### src/rtl/pps_pkg.sv
// Shared widths and the queue record layout for the pulse timestamper.
package pps_pkg;
    localparam int CH_W  = 3;
    localparam int CNT_W = 32;
    localparam int REC_W = 1 + CH_W + CNT_W;

    typedef struct packed {
        logic [CH_W-1:0]  ch;
        logic [CNT_W-1:0] stamp;
    } pps_rec_t;
endpackage

### src/rtl/pps_edge_sync.sv
// Two-flop synchronizer followed by a rising-edge detector.
// Assumes: pin is asynchronous to clk; each high/low level lasts at least
// one clock so that the edge can be seen.
module pps_edge_sync (
    input  logic clk,
    input  logic rst_n,
    input  logic pin,
    output logic edge_o
);
    logic meta_q, sync_q, prev_q;

    // Bring the pin into the clock domain and keep the previous level.
    always_ff @(posedge clk) begin
        if (!rst_n) begin
            meta_q <= 1'b0;
            sync_q <= 1'b0;
            prev_q <= 1'b0;
        end else begin
            meta_q <= pin;
            sync_q <= meta_q;
            prev_q <= sync_q;
        end
    end

    // A single-cycle strobe when the synchronized level goes from low to high.
    assign edge_o = sync_q & ~prev_q;


    single_edge_chk: assert property (@(posedge clk) disable iff (!rst_n)
        edge_o |=> !edge_o);
endmodule

### src/rtl/pps_divider.sv
// Counts detected edges and lets through every DIV_N-th one.
// Assumes: DIV_N >= 2 and edge_i is a single-cycle strobe.
module pps_divider #(
    parameter int DIV_N = 10_000_000
) (
    input  logic clk,
    input  logic rst_n,
    input  logic edge_i,
    output logic pulse_o
);
    localparam int DW = $clog2(DIV_N);
    localparam logic [DW-1:0] LAST = DW'(DIV_N - 1);

    logic [DW-1:0] div_q;

    // Count edges modulo DIV_N.
    always_ff @(posedge clk) begin
        if (!rst_n)
            div_q <= '0;
        else if (edge_i)
            div_q <= (div_q == LAST) ? '0 : div_q + 1'b1;
    end

    // Let the edge through when it completes the count.
    assign pulse_o = edge_i && (div_q == LAST);


    div_range_chk: assert property (@(posedge clk) disable iff (!rst_n)
        div_q <= LAST);
endmodule

### src/rtl/pps_rec_fifo.sv
// Synchronous first-in first-out queue of channel-tagged records.
// Assumes: DEPTH is a power of two. A push while full is ignored, and a pop
// while empty is ignored.
module pps_rec_fifo
    import pps_pkg::*;
#(
    parameter int DEPTH = 16
) (
    input  logic     clk,
    input  logic     rst_n,
    input  logic     push,
    input  pps_rec_t push_rec,
    input  logic     pop,
    output pps_rec_t head,
    output logic     empty,
    output logic     full
);
    localparam int AW = $clog2(DEPTH);

    pps_rec_t        mem [DEPTH];
    logic [AW-1:0]   wr_ptr, rd_ptr;
    logic [AW:0]     fill;
    logic            do_push, do_pop;

    assign empty   = (fill == '0);
    assign full    = (fill == (AW+1)'(DEPTH));
    assign do_push = push && !full;
    assign do_pop  = pop && !empty;
    assign head    = mem[rd_ptr];

    // Store an accepted record at the write pointer.
    always_ff @(posedge clk) begin
        if (do_push)
            mem[wr_ptr] <= push_rec;
    end

    // Move the pointers and the fill level.
    always_ff @(posedge clk) begin
        if (!rst_n) begin
            wr_ptr <= '0;
            rd_ptr <= '0;
            fill   <= '0;
        end else begin
            if (do_push) wr_ptr <= wr_ptr + 1'b1;
            if (do_pop)  rd_ptr <= rd_ptr + 1'b1;
            fill <= fill + (AW+1)'(do_push) - (AW+1)'(do_pop);
        end
    end


    fill_bound_chk: assert property (@(posedge clk) disable iff (!rst_n)
        fill <= (AW+1)'(DEPTH));

    full_hold_chk: assert property (@(posedge clk) disable iff (!rst_n)
        (full && push && !pop) |=> $stable(fill) && $stable(wr_ptr));

    empty_pop_chk: assert property (@(posedge clk) disable iff (!rst_n)
        (empty && pop && !push) |=> empty && $stable(rd_ptr));
endmodule

### src/rtl/pps_stamper.sv
// Multi-channel pulse timestamper. It has one shared free-running counter.
// Each channel has a synchronizer, an edge detector and an optional divider.
// Each channel keeps its stamp in a holding register. A lowest-first arbiter
// moves the held stamps into a single tagged queue, which is read through
// one word.
// Assumes: NUM_CH <= 8 (3-bit channel field). Channel 0 is the undivided
// reference.
module pps_stamper
    import pps_pkg::*;
#(
    parameter int         NUM_CH     = 4,
    parameter int         DIV_N      = 10_000_000,
    parameter logic [7:0] DIV_MASK   = 8'b0000_1110,
    parameter int         FIFO_DEPTH = 16
) (
    input  logic              clk,
    input  logic              rst_n,
    input  logic [NUM_CH-1:0] pps_in,
    input  logic              rd_en,
    input  logic              clr_ovf,
    output logic [REC_W-1:0]  rd_data,
    output logic              ovf_flag
);
    logic [CNT_W-1:0]  cnt_q;
    logic [NUM_CH-1:0] ev, pend, grant, lost;
    logic [CNT_W-1:0]  hold [NUM_CH];
    pps_rec_t          win_rec, head;
    logic              any_grant, q_empty, q_full;

    // Shared time base: free-running, cleared only by reset.
    always_ff @(posedge clk) begin
        if (!rst_n) cnt_q <= '0;
        else        cnt_q <= cnt_q + 1'b1;
    end

    // Per-channel front end: synchronizer and edge detector, plus a divider
    // when the channel is selected in DIV_MASK.
    for (genvar i = 0; i < NUM_CH; i++) begin : g_ch
        logic edge_w;
        pps_edge_sync i_sync (.clk(clk), .rst_n(rst_n), .pin(pps_in[i]), .edge_o(edge_w));
        if (DIV_MASK[i] && i != 0) begin : g_div
            pps_divider #(.DIV_N(DIV_N)) i_div (
                .clk(clk), .rst_n(rst_n), .edge_i(edge_w), .pulse_o(ev[i]));
        end else begin : g_pass
            assign ev[i] = edge_w;
        end
    end

    // Lowest pending channel wins the single queue slot this cycle.
    always_comb begin
        grant = '0;
        for (int i = 0; i < NUM_CH; i++)
            if (pend[i] && grant == '0) grant[i] = 1'b1;
    end

    // Build the record of the winning channel.
    always_comb begin
        win_rec = '0;
        for (int i = 0; i < NUM_CH; i++)
            if (grant[i]) begin
                win_rec.ch    = CH_W'(i);
                win_rec.stamp = hold[i];
            end
    end

    assign any_grant = |grant;
    assign lost      = ev & pend & ~grant;

    // Holding registers: capture on an event, release when granted.
    always_ff @(posedge clk) begin
        for (int i = 0; i < NUM_CH; i++) begin
            if (!rst_n) begin
                pend[i] <= 1'b0;
                hold[i] <= '0;
            end else if (ev[i] && (!pend[i] || grant[i])) begin
                pend[i] <= 1'b1;
                hold[i] <= cnt_q;
            end else if (grant[i]) begin
                pend[i] <= 1'b0;
            end
        end
    end

    pps_rec_fifo #(.DEPTH(FIFO_DEPTH)) i_fifo (
        .clk(clk), .rst_n(rst_n),
        .push(any_grant), .push_rec(win_rec),
        .pop(rd_en), .head(head),
        .empty(q_empty), .full(q_full)
    );

    // Sticky overflow: set by a drop at a full queue or a lost capture.
    always_ff @(posedge clk) begin
        if (!rst_n) ovf_flag <= 1'b0;
        else        ovf_flag <= (ovf_flag & ~clr_ovf) | (any_grant & q_full) | (|lost);
    end

    // The read word is all zeros while the queue is empty.
    assign rd_data = q_empty ? '0 : {1'b1, head};


    count_step_chk: assert property (@(posedge clk) disable iff (!rst_n)
        1'b1 |=> cnt_q == $past(cnt_q) + 1'b1);

    grant_onehot_chk: assert property (@(posedge clk) disable iff (!rst_n)
        $onehot0(grant));

    ovf_sticky_chk: assert property (@(posedge clk) disable iff (!rst_n)
        (ovf_flag && !clr_ovf) |=> ovf_flag);

    for (genvar g = 0; g < NUM_CH; g++) begin : g_chk

        capture_chk: assert property (@(posedge clk) disable iff (!rst_n)
            (ev[g] && !pend[g]) |=> pend[g] && hold[g] == $past(cnt_q));
        if (g > 0) begin : g_lo

            lowest_first_chk: assert property (@(posedge clk) disable iff (!rst_n)
                grant[g] |-> pend[g-1:0] == '0);
        end
    end
endmodule

### config.mk
export PLATFORM = sky130hd
export DESIGN_NAME = pps_stamper
export DESIGN_NICKNAME = d
export VERILOG_FILES = /design/src/rtl/pps_pkg.sv /design/src/rtl/pps_edge_sync.sv /design/src/rtl/pps_divider.sv /design/src/rtl/pps_rec_fifo.sv /design/src/rtl/pps_stamper.sv
export SDC_FILE = /design/constraint.sdc
export NUM_CORES = 1
export LEC_CHECK = 0
export ABC_AREA = 1
export BUFFER_PORTS_ARGS = -buffer_cell sky130_fd_sc_hd__buf_4
export CAP_MARGIN = 20
export CORE_ASPECT_RATIO = 1.5
export CORE_UTILIZATION = 45
export DETAILED_ROUTE_END_ITERATION = 7
export GPL_TIMING_DRIVEN = 0
export SYNTH_ARGS = -nofsm -noshare
export SYNTH_HDL_FRONTEND = slang
export SYNTH_HIERARCHICAL = 1
export SYNTH_SLANG_ARGS = --single-unit
### constraint.sdc
create_clock -name clk -period 7.9 [get_ports clk]
set_input_delay 1.58 -clock clk [delete_from_list [all_inputs] [get_ports clk]]
set_output_delay 1.58 -clock clk [all_outputs]
set_load 0.005 [all_outputs]
==> reports/results.ini, run 1 <==
[run_status]
status=completed

[timing]
period_share=0.628
finalMaxSlewViolations=0
fin_setup_tns_ps=0
tightest_slew_ps=1100
rsz0062_at_grt=no
fin_ws_ps=2940
hold_violations=0
layout_min_cycle_time_ps=4960
setup_viol=0
max_freq_ghz=0.201
max_slew_margin=0.264
skew_ps=23.7

[synthesis]
yosys-top-cells-count=nand2_1 (1123), edfxtp_1 (688), inv_1 (636)
synth_edf_count=688
synthAdderAreaFrac=0.00561
yosysTopAreaCell=edfxtp_1
syn_area_um2=37000
yosysWarnings=6
netlist.area_leader.share=0.558
seq_area_frac_synth=0.633
synth_compound_area_frac=0.0113
synth_top_family_by_area=simple AND/OR/NAND/NOR gates
syn_area_per_cell_um2=9.30
synth_xor_area_frac=0.00379
ys_ff_latch=826
synth_cells=3980
synth_area_leaders=edfxtp_1 (56%), nand2_1 (11%), dfxtp_1 (7.5%)
yosysMostFrequentCell=nand2_1
synth-simple-area-share=0.259
yosys-mux-area-fraction=0
ys.flop_type=edfxtp_1
async_reset_ff_frac=0
yosys.cell_types.count=38

[pwr]
peakVddDrop_v=0.000164
p_per_area_nw_per_um2=257
power_leakage_nw=17.4
total_power_w=0.0108

[worst_hold_path]
holdPathStages=2
hp-class=reg2reg
worstHoldStart=g_ch[0].i_sync/meta_q

[detailed_routing]
ant_nets=0
drc=0
drt_wl_total_mm=101
viasPerCell=5.03
first_iter_violations=1970
wire_per_inst_um=19.2
drtPass1Iterations=7
vias=26400

[worst_setup_path]
crit_arrival_ps=3380
r2r-start=pend[1]
cp-end-kind=output port
worstPathMaxFanout=10
cp-startpoint=i_fifo/fill[2]
path_buf_inv=5
reg2regPathDepth=9
slowest_delay_ps=670
cp.required_ps=6320
crit_family=buffers and inverters
start_kind=register
crit_chain=inv_1, ha_1, nand4_1, inv_1, clkbuf_1, clkbuf_1, nor2_1, buf_4
cp.depth=8
critPathSlowestCell=clkbuf_1
crit_type=reg2out

[place]
placed_cells=5102
place_congestion=0.872
portBuffers=44
hpwl_mm=71.2
dp_slack_ps=3620

[die]
die_x_um=236
die_area_um2=83400
io_pins=45
coreArea_um2=81400
rows=128
floorplan.initialDensity=0.455
die_h_um=353

[clock_network]
cts_max_level=3
holdBufCountCts=0
cts.path.max_buffers=3
clock-sinks=826
cts-resized-gates=0
cts_made_buffers=79
path_clk_slew_ps=60
cts_setup_buffers=0
cts_tree=done
cts_root_buf=clkbuf_16
clk_latency_ps=650

[grt]
overflow=0
track_usage=0.243
grt_pass1_wl_mm=151
antenna_found_initial=0
grt_max_degree=33
grt_pass1_vias=25600

[finish]
drive_above_1_share=0.0927
fin_util=0.517
area_growth_pct=13.6
fin_nets=4167
n_antenna_cell=0
fin_cells=5248

[run]
cap_violations=0

==> flip-flops by register name, summed over array words and instances, names as in the netlist, named ones only <==
name	count
cnt_q	32
g_ch.i_sync/meta_q	4
g_ch.g_div.i_div/div_q	72
hold	128
i_fifo/mem	560
g_ch.i_sync/sync_q	4
g_ch.i_sync/prev_q	4
i_fifo/fill	5
i_fifo/wr_ptr	4
i_fifo/rd_ptr	4
ovf_flag	1
pend	4
==> tightest hold or removal path, stage by stage, from the launching register on <==
cell     delay (ps)
dfxtp_1         300
nand2_1          50
inv_1            30
==> area by class of cell <==
type	count	area, µm²
sequential	826	23400
multi-input combinational	2359	10600
tap	1040	1300
clock inverter	52	623
timing repair buffer	67	861
buffer	158	774
inverter	652	2450
fill	7232	39300
clock buffer	94	2070
==> cells by family after synthesis <==
group	count (synthesis)
adders and majority gates	16
buffers and inverters	810
AOI/OAI and AO/OA	78
other	1
xor gates and xnor gates	16
DFF	826
and+or+nand+nor	2233
==> path summary, 6_finish.rpt <==
| kind | slack, ps | end |
|---|---|---|
| worst max-delay path | 2940 | rd_data[9] |
| worst min-delay path | 410 | g_ch[0].i_sync/sync_q |
| worst max register to register | 4690 | i_fifo/mem[4][14] |
| worst min register to register | 410 | g_ch[0].i_sync/sync_q |
==> layer usage <==
layer | vias to the layer above | global-route usage | routed length, µm
li1 | 13100 | - | -
met1 | 12300 | 0.261 | 36600
met2 | 790 | 0.466 | 54400
met3 | 219 | 0.0317 | 5510
met4 | 0 | 0.114 | 4350
met5 | - | 0 | 0
==> cell usage in the layout, fill, tap and decap left out, drive strengths merged <==
| cell type | synthesis | routed |
|---|---|---|
| o21bai | 3 | 3 |
| xor2 | 16 | 16 |
| nor3 | 23 | 23 |
| or2 | 1 | 1 |
| nand3b | 3 | 3 |
| and3 | 1 | 1 |
| bufinv | 0 | 12 |
| edfxtp | 688 | 688 |
| a21oi | 42 | 42 |
| a31oi | 3 | 3 |
| buf | 107 | 174 |
| o22ai | 1 | 1 |
| o21a | 1 | 1 |
| o21ai | 25 | 25 |
| dfxtp | 138 | 138 |
| nand2 | 1149 | 1149 |
| nand4 | 58 | 58 |
| fa | 1 | 1 |
| conb | 1 | 16 |
| clkbuf | 51 | 145 |
| o221ai | 3 | 3 |
| clkinvlp | 0 | 6 |
| nand3 | 515 | 515 |
| nor2 | 481 | 481 |
| clkinv | 2 | 31 |
| and2 | 2 | 2 |
| ha | 15 | 15 |
| inv | 650 | 655 |
==> report_power, final <==
group | internal [W] | leakage [nW] | switching (W)
clock | 0.00229 | 1.30 | 0.00168
sequential | 0.00474 | 7.31 | 0.0000292
combinational | 0.000642 | 8.83 | 0.00141
==> through the flow <==
step | cell area [µm²] | hold slack, ps
2_1_floorplan | 37100 | 386
3_3_place_gp | 38700 | 390
3_5_place_dp | 39400 | 396
4_1_cts | 42100 | 409
5_1_grt | 42100 | 434
6_report | 42100 | 407
Note: power is estimated with default switching activity, not from simulation.
==> run 2: changes to the inputs <==
--- a/config.mk
+++ b/config.mk
@@ -5,7 +5,7 @@
 export SDC_FILE = /design/constraint.sdc
 export NUM_CORES = 1
 export LEC_CHECK = 0
-export ABC_AREA = 1
+export ABC_AREA = 0
 export BUFFER_PORTS_ARGS = -buffer_cell sky130_fd_sc_hd__buf_4
 export CAP_MARGIN = 20
 export CORE_ASPECT_RATIO = 1.5
==> constraint.sdc (replaced) <==
create_clock -name clk -period 4.64 [get_ports clk]
set_input_delay 0.928 -clock clk [delete_from_list [all_inputs] [get_ports clk]]
set_output_delay 0.928 -clock clk [all_outputs]
set_load 0.005 [all_outputs]
==> run 2 against run 1 <==
Net effect:
- final area fell by 8.7%
- routed wire length fell by 24%
- critical path depth is the same
- global-route usage fell by 3.7 points
- clock skew grew 1.3 ps
- power up 59%
==> reports/results.ini, run 2 <==
[clock_network]
clk_latency_ps=630
path_clk_slew_ps=60
cts_max_level=3
cts_made_buffers=78
clock-sinks=826
cts.path.max_buffers=3
cts_tree=done
cts_root_buf=clkbuf_16

[place]
portBuffers=44
place_congestion=0.799
hpwl_mm=51.3

[timing]
setup_viol=0
max_freq_ghz=0.225
fin_setup_tns_ps=0
rsz0062_at_grt=no
skew_ps=25.0
period_share=0.957
finalMaxSlewViolations=0
tightest_slew_ps=1180
hold_violations=0
layout_min_cycle_time_ps=4440
max_slew_margin=0.209

[worst_setup_path]
reg2regPathDepth=8
cp.required_ps=3710
crit_type=reg2out
critPathSlowestCell=clkbuf_1
crit_arrival_ps=3510
worst-r2r-setup-slack_ps=660
crit_top_cell=clkbuf_1
slowest_delay_ps=610
crit_chain=clkbuf_1, buf_2, clkbuf_1, mux4_1, a22oi_1, nand2_1, nor2b_1, buf_4
r2r-start=g_ch[2].g_div.i_div/div_q[0]
start_kind=register
cp-end-kind=output port
worstPathMaxFanout=10
r2r_end=hold[2][10]

[finish]
area_growth_pct=14.2
fin_nets=2237
drive_above_1_share=0.167
biggestRegsByFlops=i_fifo/mem (560), hold (128), g_ch.g_div.i_div/div_q (72)
regArea_um2=23400
multi_input_area_um2=9490
largest-register=i_fifo/mem
nFillCells=6086
layout_common_cells=edfxtp_1 (688), dfxtp_1 (138), nor2_1 (127)
fin_util=0.520
n_antenna_cell=0
largest_reg_flops=560
final_common_cell=edfxtp_1

[synthesis]
syn_area_per_cell_um2=16.6
synth-simple-area-share=0.102
yosysTopAreaCell=edfxtp_1
ys.flop_type=edfxtp_1
seq_area_frac_synth=0.696
synth_area_leaders=edfxtp_1 (61%), dfxtp_1 (8.2%), mux4_2 (5.6%)
synth_top_family_by_area=simple AND/OR/NAND/NOR gates
netlist.area_leader.share=0.614
synth_edf_count=688
synthAdderAreaFrac=0.00618
yosys-top-cells-count=edfxtp_1 (688), dfxtp_1 (138), nor2_1 (131)
synth_compound_area_frac=0.0515
yosysWarnings=6
ys_ff_latch=826
syn_area_um2=33600
yosys.cell_types.count=56
yosysMostFrequentCell=edfxtp_1
synth_xor_area_frac=0.0164
synth_cells=2032
yosys-mux-area-fraction=0.102
async_reset_ff_frac=0

[pwr]
p_per_area_nw_per_um2=447
power_leakage_nw=12.6
peakVddDrop_v=0.000330
total_power_w=0.0172

[die]
rows=122
die_h_um=337
die_area_um2=75900
io_pins=45
floorplan.initialDensity=0.455
die_x_um=225
coreArea_um2=73900

[grt]
track_usage=0.206
antenna_found_initial=0
grt_max_degree=34
use_met1=0.232
use_met2=0.392
grt_pass1_wl_mm=115
overflow=0
use_met3=0.0241
grt_pass1_vias=19200
top_usage_layer=met2

[run_status]
status=completed

[worst_hold_path]
min_to=g_ch[3].i_sync/sync_q
holdPathStages=1
worstHoldStart=g_ch[3].i_sync/meta_q
hp-class=reg2reg

[detailed_routing]
drtPass1Iterations=5
ant_nets=0
drc=0
vias=18400
viasPerCell=5.65
first_iter_violations=1408
wire_per_inst_um=23.5
drt_wl_total_mm=77.0

[run]
cap_violations=0

[run 2: where the power goes]
part | internal, W | total, W | switching, W
clock network | 0.00364 | 0.00638 | 0.00274
registers | 0.00806 | 0.00810 | 0.0000466
logic | 0.00139 | 0.00269 | 0.00130
total | 0.0131 | 0.0172 | 0.00409
[run 2: how the worst max path moves through the flow]
stage,from,to,slack [ps],cells after the start
3_3_place_gp,pend[0],i_fifo/mem[0][13],-5040,5
5_1_grt,register,rd_data[29],80,8
2_1_floorplan,i_fifo/fill[2],i_fifo/mem[0][0],-170,5
6_report,register,rd_data[30],200,8
4_1_cts,register,rd_data[12],7,8
3_5_place_dp,g_ch[2].g_div.i_div/div_q[0],hold[2][10],650,8
[run 2: critical path, delay by kind of cell (launching register included)]
kind                   cells  cell delay (ps)
buffers and inverters      4             1700
AOI/OAI and AO/OA          1              200
and+or+nand+nor            2              220
DFF                        1              310
muxes                      1              460
[run 2: timing repair]
action,4_1_cts,5_1_grt
resized for setup,0,2
buffers inserted,0,0
endpoints found under the setup margin,0,3
hold buffers,0,0
[run 2: metal layers]
layer / share of wire / wire length [µm]
met1: 0.38 / 29100
met2: 0.55 / 42500
met3: 0.038 / 2890
met4: 0.033 / 2560
met5: 0 / 0
[run 2: cell type report]
class                           instances  share of cell area
Sequential cell                       826               0.610
Multi-Input combinational cell       1068               0.247
Clock buffer                           94              0.0529
Tap cell                              992              0.0323
Timing Repair Buffer                   86              0.0226
Buffer                                115              0.0185
Clock inverter                         49              0.0129
Inverter                               38             0.00371
[run 2: logic make-up (layout without fill, tap and decap cells)]
family                     Yosys count  after routing
xor gates and xnor gates            63             63
other                                1             16
and+or+nand+nor                    592            592
muxes                              146            146
DFF                                826            826
AOI/OAI and AO/OA                  235            235
adders and majority gates           16             16
buffers and inverters              153            382
[run 2: metrics by stage]
| step | instances | cell area [µm²] | setup WS (ps) | hold slack, ps |
|---|---|---|---|---|
| 6_report | 3268 | 38400 | 199 | 432 |
| 5_1_grt | 3268 | 38400 | 82.6 | 453 |
| 4_1_cts | 3268 | 38400 | 7.12 | 434 |
| 3_5_place_dp | 3125 | 35900 | 652 | 413 |
| 3_3_place_gp | 3083 | 35300 | -5040 | 411 |
| 2_1_floorplan | 2047 | 33700 | -175 | 406 |
